===== src/rtl/xw_pkg.sv =====
// Shared types and descriptor field positions for the table walker.
// Assumes 32-bit descriptors laid out as described in the brief.
package xw_pkg;
    typedef enum logic [2:0] {
        ST_IDLE, ST_L1_REQ, ST_L1_WAIT, ST_L2_REQ, ST_L2_WAIT, ST_REPORT
    } walk_state_t;

    typedef enum logic [1:0] {
        MAP_SECTION = 2'd0,
        MAP_LARGE   = 2'd1,
        MAP_SMALL   = 2'd2
    } map_size_t;

    typedef enum logic [1:0] {
        K_FAULT = 2'd0,
        K_NEXT  = 2'd1,
        K_LEAF  = 2'd2
    } desc_kind_t;

    localparam int DESC_W    = 32;
    localparam int DOM_W     = 4;
    localparam int DOM_LO    = 5;
    localparam int L1_AP_LO  = 10;
    localparam int L2_AP_LO  = 4;
    localparam int C_BIT     = 3;
    localparam int B_BIT     = 2;
endpackage


===== src/rtl/xw_addr_gen.sv =====
// Forms the first- and second-level descriptor addresses.
// Assumes base, table index and two zero bits fill PA_W exactly.
module xw_addr_gen #(
    parameter int PA_W         = 32,
    parameter int VA_W         = 32,
    parameter int TBL_ALIGN    = 14,
    parameter int SECT_SHIFT   = 20,
    parameter int PAGE_SHIFT   = 12,
    parameter int L2BASE_SHIFT = 10
) (
    input  logic [PA_W-1:TBL_ALIGN]    base_hi,
    input  logic [VA_W-1:PAGE_SHIFT]   vpn,
    input  logic [PA_W-1:L2BASE_SHIFT] l2_base,
    output logic [PA_W-1:0]            l1_addr,
    output logic [PA_W-1:0]            l2_addr
);
    // Concatenate base and index fields into word addresses
    always_comb begin
        l1_addr = {base_hi, vpn[VA_W-1:SECT_SHIFT], 2'b00};
        l2_addr = {l2_base, vpn[SECT_SHIFT-1:PAGE_SHIFT], 2'b00};
    end
endmodule


===== src/rtl/xw_l1_decode.sv =====
// Decodes a first-level descriptor into kind and section fields.
// Types 00 and 11 both map to a fault.
module xw_l1_decode
    import xw_pkg::*;
#(
    parameter int PA_W       = 32,
    parameter int SECT_SHIFT = 20
) (
    input  logic [DESC_W-1:0] desc,
    output desc_kind_t        kind,
    output logic [PA_W-1:0]   sect_base,
    output logic [DOM_W-1:0]  domain,
    output logic [1:0]        ap,
    output logic              c,
    output logic              b
);
    logic unused_l1_bits;
    assign unused_l1_bits = ^{desc[9], desc[4]};

    // Classify the type code and pull the section fields
    always_comb begin
        unique case (desc[1:0])
            2'b10:   kind = K_LEAF;
            2'b01:   kind = K_NEXT;
            default: kind = K_FAULT;
        endcase
        sect_base = {desc[DESC_W-1:SECT_SHIFT], {SECT_SHIFT{1'b0}}};
        domain    = desc[DOM_LO +: DOM_W];
        ap        = desc[L1_AP_LO +: 2];
        c         = desc[C_BIT];
        b         = desc[B_BIT];
    end
endmodule


===== src/rtl/xw_l2_decode.sv =====
// Decodes a second-level descriptor into kind, size and page fields.
// Types 00 and 11 both map to a fault.
module xw_l2_decode
    import xw_pkg::*;
#(
    parameter int PA_W        = 32,
    parameter int PAGE_SHIFT  = 12,
    parameter int LARGE_SHIFT = 16
) (
    input  logic [DESC_W-1:0] desc,
    output desc_kind_t        kind,
    output map_size_t         size,
    output logic [PA_W-1:0]   page_base,
    output logic [1:0]        ap,
    output logic              c,
    output logic              b
);
    logic unused_l2_bits;
    assign unused_l2_bits = ^desc[11:6];

    // Classify the type code and select the page base by size
    always_comb begin
        kind      = K_FAULT;
        size      = MAP_SMALL;
        page_base = {desc[DESC_W-1:PAGE_SHIFT], {PAGE_SHIFT{1'b0}}};
        unique case (desc[1:0])
            2'b01: begin
                kind      = K_LEAF;
                size      = MAP_LARGE;
                page_base = {desc[DESC_W-1:LARGE_SHIFT], {LARGE_SHIFT{1'b0}}};
            end
            2'b10: kind = K_LEAF;
            default: kind = K_FAULT;
        endcase
        ap = desc[L2_AP_LO +: 2];
        c  = desc[C_BIT];
        b  = desc[B_BIT];
    end
endmodule


===== src/rtl/xlat_table_walker.sv =====
// Walk control: accepts a miss while idle, performs one or two
// descriptor reads and emits a one-cycle refill or fault report.
// Assumes memory answers each acknowledged read with one response.
module xlat_table_walker
    import xw_pkg::*;
#(
    parameter int PA_W         = 32,
    parameter int VA_W         = 32,
    parameter int TBL_ALIGN    = 14,
    parameter int SECT_SHIFT   = 20,
    parameter int LARGE_SHIFT  = 16,
    parameter int PAGE_SHIFT   = 12,
    parameter int L2BASE_SHIFT = 10
) (
    input  logic                      clk,
    input  logic                      rst_n,
    input  logic [PA_W-TBL_ALIGN-1:0] tbl_base_hi,
    input  logic                      miss_valid,
    input  logic [VA_W-PAGE_SHIFT-1:0] miss_vpn,
    output logic                      miss_ready,
    output logic                      mem_req_valid,
    output logic [PA_W-1:0]           mem_req_addr,
    input  logic                      mem_req_ready,
    input  logic                      mem_rsp_valid,
    input  logic [DESC_W-1:0]         mem_rsp_data,
    output logic                      refill_valid,
    output logic [PA_W-1:0]           refill_pbase,
    output logic [1:0]                refill_size,
    output logic [1:0]                refill_ap,
    output logic                      refill_c,
    output logic                      refill_b,
    output logic [DOM_W-1:0]          refill_domain,
    output logic                      fault_valid,
    output logic                      fault_page,
    output logic [DOM_W-1:0]          fault_domain
);
    localparam int VPN_W = VA_W - PAGE_SHIFT;

    walk_state_t       state_q;
    logic [VPN_W-1:0]  vpn_q;
    logic [PA_W-1:0]   addr_q;
    logic [PA_W-1:0]   base_q;
    map_size_t         size_q;
    logic [DOM_W-1:0]  dom_q;
    logic [1:0]        ap_q;
    logic              c_q, b_q, fault_q, page_q;

    logic [VPN_W-1:0]  vpn_sel;
    logic [PA_W-1:0]   l1_addr, l2_addr;
    desc_kind_t        l1_kind, l2_kind;
    logic [PA_W-1:0]   l1_base, l2_base;
    logic [DOM_W-1:0]  l1_dom;
    logic [1:0]        l1_ap, l2_ap;
    logic              l1_c, l1_b, l2_c, l2_b;
    map_size_t         l2_size;

    // Use the incoming page number while idle, the held one otherwise
    assign vpn_sel = (state_q == ST_IDLE) ? miss_vpn : vpn_q;

    xw_addr_gen #(
        .PA_W(PA_W), .VA_W(VA_W), .TBL_ALIGN(TBL_ALIGN),
        .SECT_SHIFT(SECT_SHIFT), .PAGE_SHIFT(PAGE_SHIFT),
        .L2BASE_SHIFT(L2BASE_SHIFT)
    ) i_addr (
        .base_hi (tbl_base_hi),
        .vpn     (vpn_sel),
        .l2_base (mem_rsp_data[PA_W-1:L2BASE_SHIFT]),
        .l1_addr (l1_addr),
        .l2_addr (l2_addr)
    );

    xw_l1_decode #(.PA_W(PA_W), .SECT_SHIFT(SECT_SHIFT)) i_l1 (
        .desc (mem_rsp_data), .kind (l1_kind), .sect_base (l1_base),
        .domain (l1_dom), .ap (l1_ap), .c (l1_c), .b (l1_b)
    );

    xw_l2_decode #(
        .PA_W(PA_W), .PAGE_SHIFT(PAGE_SHIFT), .LARGE_SHIFT(LARGE_SHIFT)
    ) i_l2 (
        .desc (mem_rsp_data), .kind (l2_kind), .size (l2_size),
        .page_base (l2_base), .ap (l2_ap), .c (l2_c), .b (l2_b)
    );

    // Walk sequencer and result capture
    always_ff @(posedge clk) begin
        if (!rst_n) begin
            state_q <= ST_IDLE;
            vpn_q   <= '0;
            addr_q  <= '0;
            base_q  <= '0;
            size_q  <= MAP_SECTION;
            dom_q   <= '0;
            ap_q    <= '0;
            c_q     <= 1'b0;
            b_q     <= 1'b0;
            fault_q <= 1'b0;
            page_q  <= 1'b0;
        end else begin
            unique case (state_q)
                ST_IDLE: if (miss_valid) begin
                    vpn_q   <= miss_vpn;
                    addr_q  <= l1_addr;
                    state_q <= ST_L1_REQ;
                end
                ST_L1_REQ: if (mem_req_ready) state_q <= ST_L1_WAIT;
                ST_L1_WAIT: if (mem_rsp_valid) begin
                    dom_q <= l1_dom;
                    unique case (l1_kind)
                        K_LEAF: begin
                            base_q  <= l1_base;
                            size_q  <= MAP_SECTION;
                            ap_q    <= l1_ap;
                            c_q     <= l1_c;
                            b_q     <= l1_b;
                            fault_q <= 1'b0;
                            state_q <= ST_REPORT;
                        end
                        K_NEXT: begin
                            addr_q  <= l2_addr;
                            state_q <= ST_L2_REQ;
                        end
                        default: begin
                            fault_q <= 1'b1;
                            page_q  <= 1'b0;
                            state_q <= ST_REPORT;
                        end
                    endcase
                end
                ST_L2_REQ: if (mem_req_ready) state_q <= ST_L2_WAIT;
                ST_L2_WAIT: if (mem_rsp_valid) begin
                    if (l2_kind == K_LEAF) begin
                        base_q  <= l2_base;
                        size_q  <= l2_size;
                        ap_q    <= l2_ap;
                        c_q     <= l2_c;
                        b_q     <= l2_b;
                        fault_q <= 1'b0;
                    end else begin
                        fault_q <= 1'b1;
                        page_q  <= 1'b1;
                    end
                    state_q <= ST_REPORT;
                end
                default: state_q <= ST_IDLE;
            endcase
        end
    end

    // Drive handshake and report outputs from state
    always_comb begin
        miss_ready    = (state_q == ST_IDLE);
        mem_req_valid = (state_q == ST_L1_REQ) || (state_q == ST_L2_REQ);
        mem_req_addr  = addr_q;
        refill_valid  = (state_q == ST_REPORT) && !fault_q;
        fault_valid   = (state_q == ST_REPORT) && fault_q;
        refill_pbase  = base_q;
        refill_size   = size_q;
        refill_ap     = ap_q;
        refill_c      = c_q;
        refill_b      = b_q;
        refill_domain = dom_q;
        fault_page    = page_q;
        fault_domain  = dom_q;
    end

    assert_req_hold_R3: assert property (@(posedge clk) disable iff (!rst_n)
        mem_req_valid && !mem_req_ready |=> mem_req_valid && $stable(mem_req_addr));
    assert_req_drop_R3: assert property (@(posedge clk) disable iff (!rst_n)
        mem_req_valid && mem_req_ready |=> !mem_req_valid);
    assert_word_aligned_R2: assert property (@(posedge clk) disable iff (!rst_n)
        mem_req_valid |-> mem_req_addr[1:0] == 2'b00);
    assert_busy_R9: assert property (@(posedge clk) disable iff (!rst_n)
        (mem_req_valid || refill_valid || fault_valid) |-> !miss_ready);
    assert_one_report_R10: assert property (@(posedge clk) disable iff (!rst_n)
        !(refill_valid && fault_valid));
    assert_pulse_R10: assert property (@(posedge clk) disable iff (!rst_n)
        (refill_valid || fault_valid) |=> !(refill_valid || fault_valid) && miss_ready);
endmodule


===== config.mk =====
export PLATFORM = sky130hd
export DESIGN_NAME = xlat_table_walker
export DESIGN_NICKNAME = d
export VERILOG_FILES = /design/src/rtl/xw_pkg.sv /design/src/rtl/xw_addr_gen.sv /design/src/rtl/xw_l1_decode.sv /design/src/rtl/xw_l2_decode.sv /design/src/rtl/xlat_table_walker.sv
export SDC_FILE = /design/constraint.sdc
export NUM_CORES = 1
export LEC_CHECK = 0
export BUFFER_PORTS_ARGS = -buffer_cell sky130_fd_sc_hd__buf_4
export CAP_MARGIN = 10
export CORE_ASPECT_RATIO = 1.2
export CORE_MARGIN = 2
export CORE_UTILIZATION = 35
export CTS_CLUSTER_SIZE = 20
export DETAILED_ROUTE_END_ITERATION = 8
export GPL_ROUTABILITY_DRIVEN = 1
export GPL_TIMING_DRIVEN = 0
export SETUP_SLACK_MARGIN = 0.05
export SKIP_LAST_GASP = 1
export SLEW_MARGIN = 20
export SYNTH_ARGS = -nofsm -noshare
export SYNTH_HDL_FRONTEND = slang
export SYNTH_SLANG_ARGS = --single-unit
export TNS_END_PERCENT = 100

===== constraint.sdc =====
create_clock -name clk -period 1.8 [get_ports clk]
set_input_delay 0.09 -clock clk [delete_from_list [all_inputs] [get_ports clk]]
set_output_delay 0.09 -clock clk [all_outputs]
set_load 0.01 [all_outputs]

; ---- After elaboration in Yosys (flattened, before gate mapping)
; Cells that the tools add are included.
[totals]
in_bits = 75
wordCells = 99
ff_bits = 99
out_inout_bits = 83
[op_classes]
muxes = 51
reduce_logical = 16
eq_ne = 21
[op_table]
columns = op, count
row1 = $mux W32, 7
row2 = $pmux W32 S2, 2
row3 = $mux W2, 10
row4 = $mux W20, 1
row5 = $ne A2 B2 Y1 const B, 10
row6 = $mux W3, 6
row7 = $mux W16, 1
row8 = $mux W1, 15
row9 = $pmux W3 S5, 1
row10 = $reduce_and A5 Y1, 3
row11 = $pmux W2 S2, 3
row12 = $pmux W1 S2, 5
row13 = $reduce_and A4 Y1, 2
row14 = $eq A2 B2 Y1 const B, 3
row15 = $eq A3 B2 Y1 const B, 2
row16 = $eq A3 B3 Y1 const B, 2
row17 = $eq A2 B1 Y1 const B, 2
row18 = $reduce_and A2 Y1, 2
row19 = $reduce_bool A2 Y1, 2
row20 = $reduce_or A2 Y1, 2
row21 = $eq A3 B1 Y1 const B, 1
row22 = $logic_not A3 Y1, 1
row23 = $logic_and A1 B1 Y1, 2
row24 = $ne A2 B1 Y1 const B, 1
row25 = other kinds (2), 2

; ---- Longest topological paths before layout
; Gate-level depths: netlist (run 1).
[depth]
ltp_word = 7
ltp_mapped = 7
depth_no_buf = 5

; ---- Hierarchy
; Synthesis (run 1) repeated with hierarchy kept, for this count alone.
[hier_totals]
cells_unflattened = 697
hier_area_um2 = 6159.7
[by_module_without_submodules]
columns = module, cells_per_inst, n_inst, seq_area_each_um2, area_per_inst_um2
row1 = xlat_table_walker, 546, 1, 1981.9, 5043.6
row2 = xw_addr_gen, 65, 1, 0.0, 484.2
row3 = xw_l1_decode, 43, 1, 0.0, 319.1
row4 = xw_l2_decode, 43, 1, 0.0, 312.8

; ---- Worst setup path after synthesis (run 1)
; No wires, ideal clock.
[synth_path]
path_kind = register to register
from = register state_q[2]
to = register addr_q[23] (netlist: mem_req_addr[23])
t_required_ps = 1714
setup_time_ps = 86
n_path_buf = 3
slack_ps = 213
arrival_time_ps = 1501
synth_period_minus_slack_ps = 1587
stages_incl_launch_ff = 7
cell_sequence = dfxtp_1 or2_1 buf_6 or3_1 buf_6 buf_6 a221oi_2
[synth_via]
elab_chain_cells = 3
word_cells_on_any_way = 8
classes_between = 4 x eq/ne / 1 x mux / 3 x reduce/logical
[synth_rtl]
columns = item, line
row1 = from (decl), xlat_table_walker.sv:39  ; walk_state_t state_q;
row2 = from (signal assigned), xlat_table_walker.sv:87  ; state_q <= ST_IDLE;
row3 = from (signal assigned), xlat_table_walker.sv:103  ; state_q <= ST_L1_REQ;
row4 = from (signal assigned), xlat_table_walker.sv:105  ; ST_L1_REQ: if (mem_req_ready) state_q <= ST_L1_WAIT;
row5 = $eq A3 B2 Y1 or $logic_not A3 Y1 (tied branches), xlat_table_walker.sv:99  ; unique case (state_q)
row6 = $ne A2 B2 Y1 (no source line) or $reduce_bool A2 Y1 (tied branches), --
row7 = $reduce_and A4 Y1 (no source line), --
row8 = to (signal assigned), xlat_table_walker.sv:102  ; addr_q <= l1_addr;
row9 = to (signal assigned), xlat_table_walker.sv:119  ; addr_q <= l2_addr;
row10 = to (decl), xlat_table_walker.sv:41  ; logic [PA_W-1:0] addr_q;
; Parallel ways exist; a longest one is shown, timed or not.
; A chain may end at the register's enable or synchronous reset.

; ---- Worst setup path after layout (run 1)
[layout_path]
from = register state_q[2]
to = register addr_q[22] (netlist: mem_req_addr[22])
; Same word-level chain as after synthesis.

==> results.toml, run 1 <==
[place]
placed_cells = 668
pre_cts_ws_ps = -96.8
hpwlAfterDp_um = 8050
gp_congestion = 0.789
port_buffers = 142
place_area_um2 = 4890

[timing]
totalNegativeSetupSlack_ps = 0
slew_headroom_pct = 60.6
finalCriticalPeriod_ps = 1690
hold_ws_ps = 12.9
max_freq_ghz = 0.591
rsz0062_at_grt = "true"
hold_violations = 0
slew_violations = 0
fin_skew_ps = 5.49
period_share_pct = 93.9
setup_slack_ps = 109
finalSetupViolCount = 0
tightest_slew_ps = 590

[worst_setup_path]
critical_path_arrival_ps = 1930
crit_fanout = 10
critPathLaunchType = "register"
worstRegToRegCells = 6
timing_worst_setup_path_type = "reg2reg"
critical_path.endpoint_type = "register"
critPathRequiredTime_ps = 2030
r2r-start = "state_q[2]"
r2r_end = "mem_req_addr[22]"
r2r_setup_slack_ps = 110

[worst_hold_path]
hold_end = "vpn_q[0]"
holdCritStartpoint = "miss_vpn[0]"
hold_path.class = "in2reg"
min_path_cells = 3

[pwr]
vdd_drop_max_uv = 431
p_per_area_nw_per_um2 = 808
p_leak_nw = 2.26
finalPower_mw = 4.31

[detailed_routing]
drtAntennaViolNets = 0
drt-initial-drc-count = 66
wl_per_cell_um = 15.1
dr_total_vias = 3371
vias_per_cell = 4.86
drtPass1Iterations = 4
drc = 0
drt-total-wl_um = 10500

[finish]
stdcell_area_um2 = 5330
fin_util_pct = 53.0
seq_area_um2 = 1460
synthToLayoutAreaGrowth_pct = 47.3
nFillCells = 968
diodes = 0
drive_above_1_share_pct = 41.5
instances_no_fill = 694
final_nets = 642
multiInputGateArea_um2 = 1900

[clock_network]
clk_pin_slew_ps = 60
clock_latency_ps = 320
clockBufferDepth = 2
cts_buffers = 9
cts_tree = "yes"
cts_root_buffer = "clkbuf_16"
cts_htree_levels = 3
numClockSinks = 73

[yosys]
synth_edf_count = 0
syn_area_um2 = 3620
yosysSeqAreaShare_pct = 40.4
syn_area_per_cell_um2 = 9.36
ys_warn_count = 0
synth_cells = 387
ys_types = 43
async_reset_ff_share_pct = 0
ys.flop_type = "dfxtp_1"
synth-seq-cells = 73

[grt]
grt_remaining_overflow = 0
grt_antenna_before_repair = 0
grt.total_usage_pct = 18.4
grt_pass1_vias = 3331
grt_pass1_wl_um = 16500
grt_max_degree = 12

[floorplanning]
die_y_um = 115
boundaryPins = 158
start_util_pct = 36.0
core_um2 = 10100
dieArea_um2 = 11200
die_w_um = 96.9
rows = 40

[outcome]
run_status = "completed"

[job]
max_cap_viol_count = 0
registers in the layout, summed over array words and instances (netlist names):
name          count
refill_size       2
vpn_q             8
fault_domain      4
fault_page        1
refill_b          1
state_q           3
refill_pbase     20
refill_ap         2
fault_q           1
mem_req_addr     30
refill_c          1
worst max-delay path: stages (launching register included):
cell	delay, ps
dfxtp_2	350
or2_1	220
buf_6	140
or3_1	350
buf_6	150
buf_6	150
a221oi_2	230
cells in the mapped netlist, types with 2 or more instances:
cell type,count,area [um2]
buf_4,22,165
dfxtp_1,73,1460
mux2i_1,62,621
nor3b_1,2,15.0
a21oi_1,11,55.1
nand3_1,14,70.1
nand2b_1,4,25.0
o211ai_1,2,15.0
clkbuf_1,20,75.1
or3b_2,2,17.5
a221oi_2,10,150
a31o_2,12,105
a2111oi_0,11,96.3
nand2_1,60,225
buf_6,3,33.8
nor2b_1,4,25.0
inv_1,5,18.8
nor4bb_1,2,20.0
buf_2,10,50.1
nor2_1,23,86.3
a211o_1,2,17.5
ha_1,3,37.5
nand4_1,2,12.5
a221oi_1,8,70.1
o21ai_0,2,10.0
per-layer routing:
metal | track usage [%] | share of wire (%) | vias up
met5 | 0 | 0 | -
met4 | 5.92 | 0.70 | 0
met3 | 6.09 | 7.1 | 6
met2 | 31.8 | 49 | 108
met1 | 21.7 | 43 | 1557
li1 | - | - | 1700
area by class of cell:
cell class                      count  share of cell area [%]
Multi-Input combinational cell    266                    35.6
Sequential cell                    73                    27.5
Timing Repair Buffer              153                    21.8
Buffer                             56                    6.50
Clock buffer                       12                    5.00
Tap cell                          126                    2.96
Inverter                            5                   0.352
Clock inverter                      3                   0.282
timing repair:
item                                    4_1_cts  5_1_grt
hold endpoints to repair                      6        0
setup buffers                                 1        4
resized for setup                             7       19
endpoints found under the setup margin       34       51
pin swaps                                     0        3
hold buffers                                  6        0
worst max path at each step:
stage                        to             from  depth (start not counted)  slack, ps
2_1_floorplan  mem_req_addr[23]       state_q[2]                          6        210
3_3_place_gp   refill_pbase[28]  mem_rsp_data[0]                          7        -70
3_5_place_dp   refill_pbase[23]  mem_rsp_data[0]                          7       -100
4_1_cts        refill_pbase[18]       state_q[2]                          5        -40
5_1_grt        mem_req_addr[22]       state_q[2]                          6         20
6_report       mem_req_addr[22]       state_q[2]                          6        110
power breakdown:
part | internal [mW] | switching (mW)
Combinational | 0.439 | 0.427
Sequential | 1.71 | 0.0561
Clock | 1.03 | 0.642
Total | 3.18 | 1.13
cell families after synthesis:
family                     after synthesis  synth area share (%)
adders and majority gates                3                  1.04
AOI/OAI and AO/OA                       65                  16.1
and+or+nand+nor                        122                  15.7
buffers and inverters                   61                  9.57
other                                    1                 0.104
muxes                                   62                  17.1
DFF                                     73                  40.4
layout by cell type (no fill, tap or decap), types with 3 or more instances in the layout:
cell             n
inv_1            5
ha_1             3
conb_1          14
dlygate4sd3_1    6
nand2_1         60
a221oi_2        10
buf_6            4
buf_2            8
nor2_1          23
clkinv_2         3
a21oi_1         11
nor2b_1          4
dfxtp_1         71
a2111oi_0        7
clkbuf_16        9
buf_4          171
a31o_2          12
a2111oi_2        3
clkbuf_1        16
nand3_1         13
mux2i_1         62
nand2b_1         4
clkbuf_8         3
a221oi_1         8
Power figures use the tool's default switching activity.
==> run 2, diff against run 1 <==
--- a/config.mk
+++ b/config.mk
@@ -8,11 +8,14 @@
 export BUFFER_PORTS_ARGS = -buffer_cell sky130_fd_sc_hd__buf_4
 export CAP_MARGIN = 10
+export CELL_PAD_IN_SITES_DETAIL_PLACEMENT = 1
+export CELL_PAD_IN_SITES_GLOBAL_PLACEMENT = 2
 export CORE_ASPECT_RATIO = 1.2
 export CORE_MARGIN = 2
-export CORE_UTILIZATION = 35
+export CORE_UTILIZATION = 27
 export CTS_CLUSTER_SIZE = 20
 export DETAILED_ROUTE_END_ITERATION = 8
 export GPL_ROUTABILITY_DRIVEN = 1
 export GPL_TIMING_DRIVEN = 0
+export PLACE_DENSITY_LB_ADDON = 0.1
 export SETUP_SLACK_MARGIN = 0.05
 export SKIP_LAST_GASP = 1
==> constraint.sdc (replaced) <==
create_clock -name clk -period 1.8 [get_ports clk]
set_input_delay 0 -clock clk [delete_from_list [all_inputs] [get_ports clk]]
set_output_delay 0 -clock clk [all_outputs]
set_load 0.01 [all_outputs]
==> run 2 against run 1 <==
- critical path depth unchanged
- hold slack better by 2.2 ps
- final area up 10%
- highest routed layer unchanged
- global-route usage down 0.98 points
- worst setup slack worse by 18 ps
- count of clock-buffer cells in the layout unchanged
- maximum frequency down 1.0%
- combinational power up 12%
- first-iteration DRC count up 9.1%
- die area up 28%
- sequential cell count unchanged
==> results.toml, run 2 (synthesized netlist as in run 1, its figures left out) <==
[finish]
multiInputGateArea_um2 = 1940
largest_register_ffs = 30
final_cell_mix = "buf_4 (174), dfxtp_1 (70), nand2_1 (60), mux2i_1 (60), dlygate4sd3_1 (38)"
fin_util_pct = 44.5
diodes = 0
stdcell_area_um2 = 5860
drive_above_1_share_pct = 40.2
synthToLayoutAreaGrowth_pct = 62.0
seq_area_um2 = 1470
nFillCells = 1555
final_nets = 678
layout_commonest_cell = "buf_4"

[timing]
finalSetupViolCount = 0
hold_ws_ps = 15.1
tightest_slew_ps = 659
period_share_pct = 94.9
slew_violations = 0
slew_headroom_pct = 56.1
hold_violations = 0
rsz0062_at_grt = "false"
setup_slack_ps = 91.2
max_freq_ghz = 0.585
fin_skew_ps = 4.95
finalCriticalPeriod_ps = 1710

[pwr]
p_leak_nw = 2.46
finalPower_mw = 4.72
p_per_area_nw_per_um2 = 805
vdd_drop_max_uv = 546

[place]
place_area_um2 = 4950
pre_cts_ws_ps = -173
hpwlAfterDp_um = 9400
gp_congestion = 0.773
port_buffers = 142

[floorplanning]
die_y_um = 131
start_util_pct = 27.5
boundaryPins = 158
rows = 46
die_w_um = 110
core_um2 = 13200
dieArea_um2 = 14400

[worst_setup_path]
critPathLaunchType = "register"
cpPeakStageDelay_ps = 370
crit_fanout = 10
critPathRequiredTime_ps = 2040
timing_worst_setup_path_type = "reg2reg"
crit_slowest_cell = "or3_4"
r2r-start = "state_q[2]"
critical_path_arrival_ps = 1950
startpoint = "state_q[2]"
critical_path.endpoint_type = "register"
crit_buf_inv = 3
cp_top_family = "simple AND/OR/NAND/NOR gates"
worstPathCellList = "or2_1 -> buf_6 -> or3_4 -> buf_8 -> buf_12 -> a221oi_2"

[clock_network]
clockBufferDepth = 2
clk_pin_slew_ps = 60
cts_root_buffer = "clkbuf_16"
cts_htree_levels = 3
cts_buffers = 9
clock_latency_ps = 330
cts_tree = "yes"
numClockSinks = 73

[outcome]
run_status = "completed"

[detailed_routing]
vias_per_cell = 4.65
drtAntennaViolNets = 0
drt-initial-drc-count = 72
drc = 0
drt-total-wl_um = 12700
wl_per_cell_um = 16.4
drtPass1Iterations = 4
dr_total_vias = 3591

[grt]
grt_pass1_vias = 3668
grt_remaining_overflow = 0
grt_antenna_before_repair = 0
grt.total_usage_pct = 17.4
grt_pass1_wl_um = 19100
grt_max_degree = 13

[worst_hold_path]
holdCritStartpoint = "mem_rsp_data[10]"
hold_path.class = "in2reg"

[job]
max_cap_viol_count = 0
run 2: cell types whose count changed in the layout (fill, tap and decap cells not counted), sizes merged:
cell,delta
bufinv,+2
clkinvlp,+2
dlygate4sd3,+32
clkinv,-3
buf,+4
run 2: report_power, final:
part / switching [mW] / leakage [nW] / internal [mW] / total [mW]
sequential: 0.0577 / 0.597 / 1.71 / 1.77
combinational: 0.466 / 1.71 / 0.504 / 0.971
clock: 0.689 / 0.155 / 1.29 / 1.98
total: 1.21 / 2.46 / 3.51 / 4.72
run 2: layout make-up:
| type | instances | area share (%) |
|---|---|---|
| repair buffers | 189 | 26.1 |
| clock buffers | 12 | 4.37 |
| plain buffers | 56 | 6.17 |
| flip-flops and latches | 73 | 25.1 |
| clock inverters | 4 | 1.28 |
| multi-input cells | 266 | 33.1 |
| well taps | 168 | 3.58 |
| inverters | 5 | 0.320 |
run 2: timing repair:
action	in CTS	in global routing
resized for setup	19	22
setup endpoints to repair	57	38
cloned	0	1
setup buffers	3	5
endpoints found under the hold margin	38	0
pin swaps	2	4
hold buffers	38	0
run 2: per-layer routing:
metal	routed length [um]	vias to the layer above	global-route usage, %
li1	-	1773	-
met1	5400	1720	20.9
met2	6510	91	31.4
met3	626	7	3.67
met4	119	0	4.32
met5	0	-	0
run 2: final timing paths:
kind	endpoint	cells after the start	slack (ps)
setup / recovery	mem_req_addr[27]	6	90
hold reg to reg	refill_pbase[25]	2	460
setup reg to reg	mem_req_addr[27]	6	90
hold / removal	refill_ap[0]	3	20
run 2: metrics by stage:
| step | TNS (ps) | cells |
|---|---|---|
| 2_1_floorplan | 0 | 400 |
| 3_3_place_gp | -2700 | 710 |
| 3_5_place_dp | -3270 | 710 |
| 4_1_cts | 0 | 767 |
| 5_1_grt | 0 | 773 |
| 6_report | 0 | 773 |
run 2: worst register-to-register path, delay by kind of cell, from the launching register on:
kind | cells | cell delay, ps
AOI/OAI and AO/OA | 1 | 230
buffers and inverters | 3 | 420
and+or+nand+nor | 2 | 610
DFF | 1 | 360
==> run 3, diff against run 2 <==
ABC_AREA = 1   (was not set)
CORE_UTILIZATION = 25   (was 27)
==> run 3 against run 2 <==
- routed wire length rose by 22%
- maximum frequency rose by 5.6%
- clock skew fell by 0.91 ps
- final cell count rose by 41%
- final area rose by 10%
- synthesized cell count rose by 69%
- area after synthesis rose by 17%
- critical path depth rose by 1
- largest power group is now combinational logic
==> results.toml, run 3 <==
[detailed_routing]
wl_per_cell_um = 14.3
drtPass1Iterations = 4
vias_per_cell = 4.28
drt-initial-drc-count = 128
drc = 0
drt-total-wl_um = 15500
dr_total_vias = 4647
drtAntennaViolNets = 0

[timing]
fin_skew_ps = 4.04
slew_headroom_pct = 62.6
finalCriticalPeriod_ps = 1620
rsz0062_at_grt = "false"
hold_violations = 0
max_freq_ghz = 0.618
slew_violations = 0
finalSetupViolCount = 0
tightest_slew_ps = 561
period_share_pct = 89.9
totalNegativeSetupSlack_ps = 0

[worst_setup_path]
r2r_setup_slack_ps = 180
r2r-start = "state_q[1]"
startpoint = "state_q[0]"
crit_fanout = 10
critical_path.endpoint_type = "primary output"
critPathLaunchType = "register"
timing_worst_setup_path_type = "reg2out"
critical_path_arrival_ps = 1620
critPathRequiredTime_ps = 1800

[yosys]
ys_warn_count = 0
synth_edf_count = 0
synthTopCellsByArea = "dfxtp_1 (40%), nand2_1 (17%), nor2_1 (13%)"
synth_top_area_share_pct = 40.1
synth_most_common_cell = "nand2_1"
async_reset_ff_share_pct = 0
yosysSeqAreaShare_pct = 40.1
synth_top_area_cell = "dfxtp_1"
syn_area_per_cell_um2 = 6.49
syn_area_um2 = 4240
ys.flop_type = "dfxtp_1"
synth-seq-cells = 85
synthTopCellsByCount = "nand2_1 (193), nor2_1 (144), dfxtp_1 (85)"
synth_cells = 653
ys_types = 27

[clock_network]
cts_tree = "yes"
clockBufferDepth = 2
numClockSinks = 85
cts_root_buffer = "clkbuf_16"
cts_buffers = 9
clock_latency_ps = 340
clk_pin_slew_ps = 60
cts_htree_levels = 3

[finish]
largest_register_ffs = 30
synthToLayoutAreaGrowth_pct = 52.4
drive_above_1_share_pct = 25.7
seq_area_um2 = 1700
layout_commonest_cell = "nand2_1"
instances_no_fill = 1087
nFillCells = 2143
multiInputGateArea_um2 = 2020
final_cell_mix = "nand2_1 (193), buf_4 (170), nor2_1 (144)"
final_nets = 946
diodes = 0

[grt]
grt_remaining_overflow = 0
grt_pass1_vias = 4709
grt_max_degree = 14
grt_antenna_before_repair = 0
grt_pass1_wl_um = 24100
grt.total_usage_pct = 17.3

[floorplanning]
start_util_pct = 25.4
die_y_um = 147
rows = 52
core_um2 = 16700
dieArea_um2 = 18000
die_w_um = 123
boundaryPins = 158

[place]
gp_congestion = 0.802
port_buffers = 141
hpwlAfterDp_um = 11900
placed_cells = 1023

[outcome]
run_status = "completed"

[pwr]
p_per_area_nw_per_um2 = 1460
p_leak_nw = 3.32
vdd_drop_max_uv = 514

[worst_hold_path]
holdCritStartpoint = "mem_rsp_data[18]"
hold_path.class = "in2reg"

[job]
max_cap_viol_count = 0
run 3: logic make-up after synthesis:
family                     share of synthesized area [%]
AOI/OAI and AO/OA                                   8.44
adders and majority gates                          0.886
buffers and inverters                               13.7
DFF                                                 40.1
other                                             0.0885
and+or+nand+nor                                     36.8
run 3: final cells by class:
type,instances,area share (%)
multi-input cells,469,31.3
well taps,216,4.18
repair buffers,191,24.3
plain buffers,51,5.42
clock inverters,4,1.14
flip-flops and latches,85,26.4
inverters,61,3.58
clock buffers,10,3.70
run 3: per-stage QoR:
| step | hold WS [ps] | util, % | total power [mW] | setup WS, ps | area (um2) |
|---|---|---|---|---|---|
| 2_1_floorplan | 135 | - | 5.52 | 377 | 4290 |
| 3_3_place_gp | 227 | 33.6 | 7.18 | -9.57 | 5620 |
| 3_5_place_dp | 238 | 33.6 | 7.30 | 21.9 | 5620 |
| 4_1_cts | 4.78 | 38.2 | 9.47 | 47.2 | 6380 |
| 5_1_grt | 21.4 | 38.6 | 10.2 | 51.8 | 6460 |
| 6_report | 6.25 | 38.6 | 9.46 | 182 | 6460 |
run 3: worst max-delay path, stage by stage, from the launching register on:
cell and delay (ps):
dfxtp_1 300, buf_4 170, nor2_8 140, buf_4 140
nand2_2 60, inv_2 70, clkbuf_2 230, buf_4 170
run 3: what timing repair did:
action	CTS	global route
resized for setup	3	3
hold buffers	44	0
setup endpoints to repair	13	48
setup buffers	0	6
pin swaps	0	4
endpoints found under the hold margin	44	0
run 3: power breakdown:
part           internal [mW]  switching [mW]  total [mW]
sequential              2.48           0.316        2.79
combinational           1.96            2.68        4.64
clock                   1.24           0.791        2.03
run 3: worst paths after layout:
| kind | end | cells after the start |
|---|---|---|
| worst max-delay path | miss_ready | 7 |
| worst max register to register | mem_req_addr[6] | 9 |
| worst min register to register | vpn_q[5] | 2 |
| worst min-delay path | refill_pbase[18] | 5 |
run 3: per-layer routing:
metal / wire [um] / track usage [%] / part of all wire, %
met1: 6960 / 21.8 / 45
met4: 201 / 4.94 / 1.3
met5: 0 / 0 / 0
met2: 7650 / 29.9 / 49
met3: 677 / 3.01 / 4.4
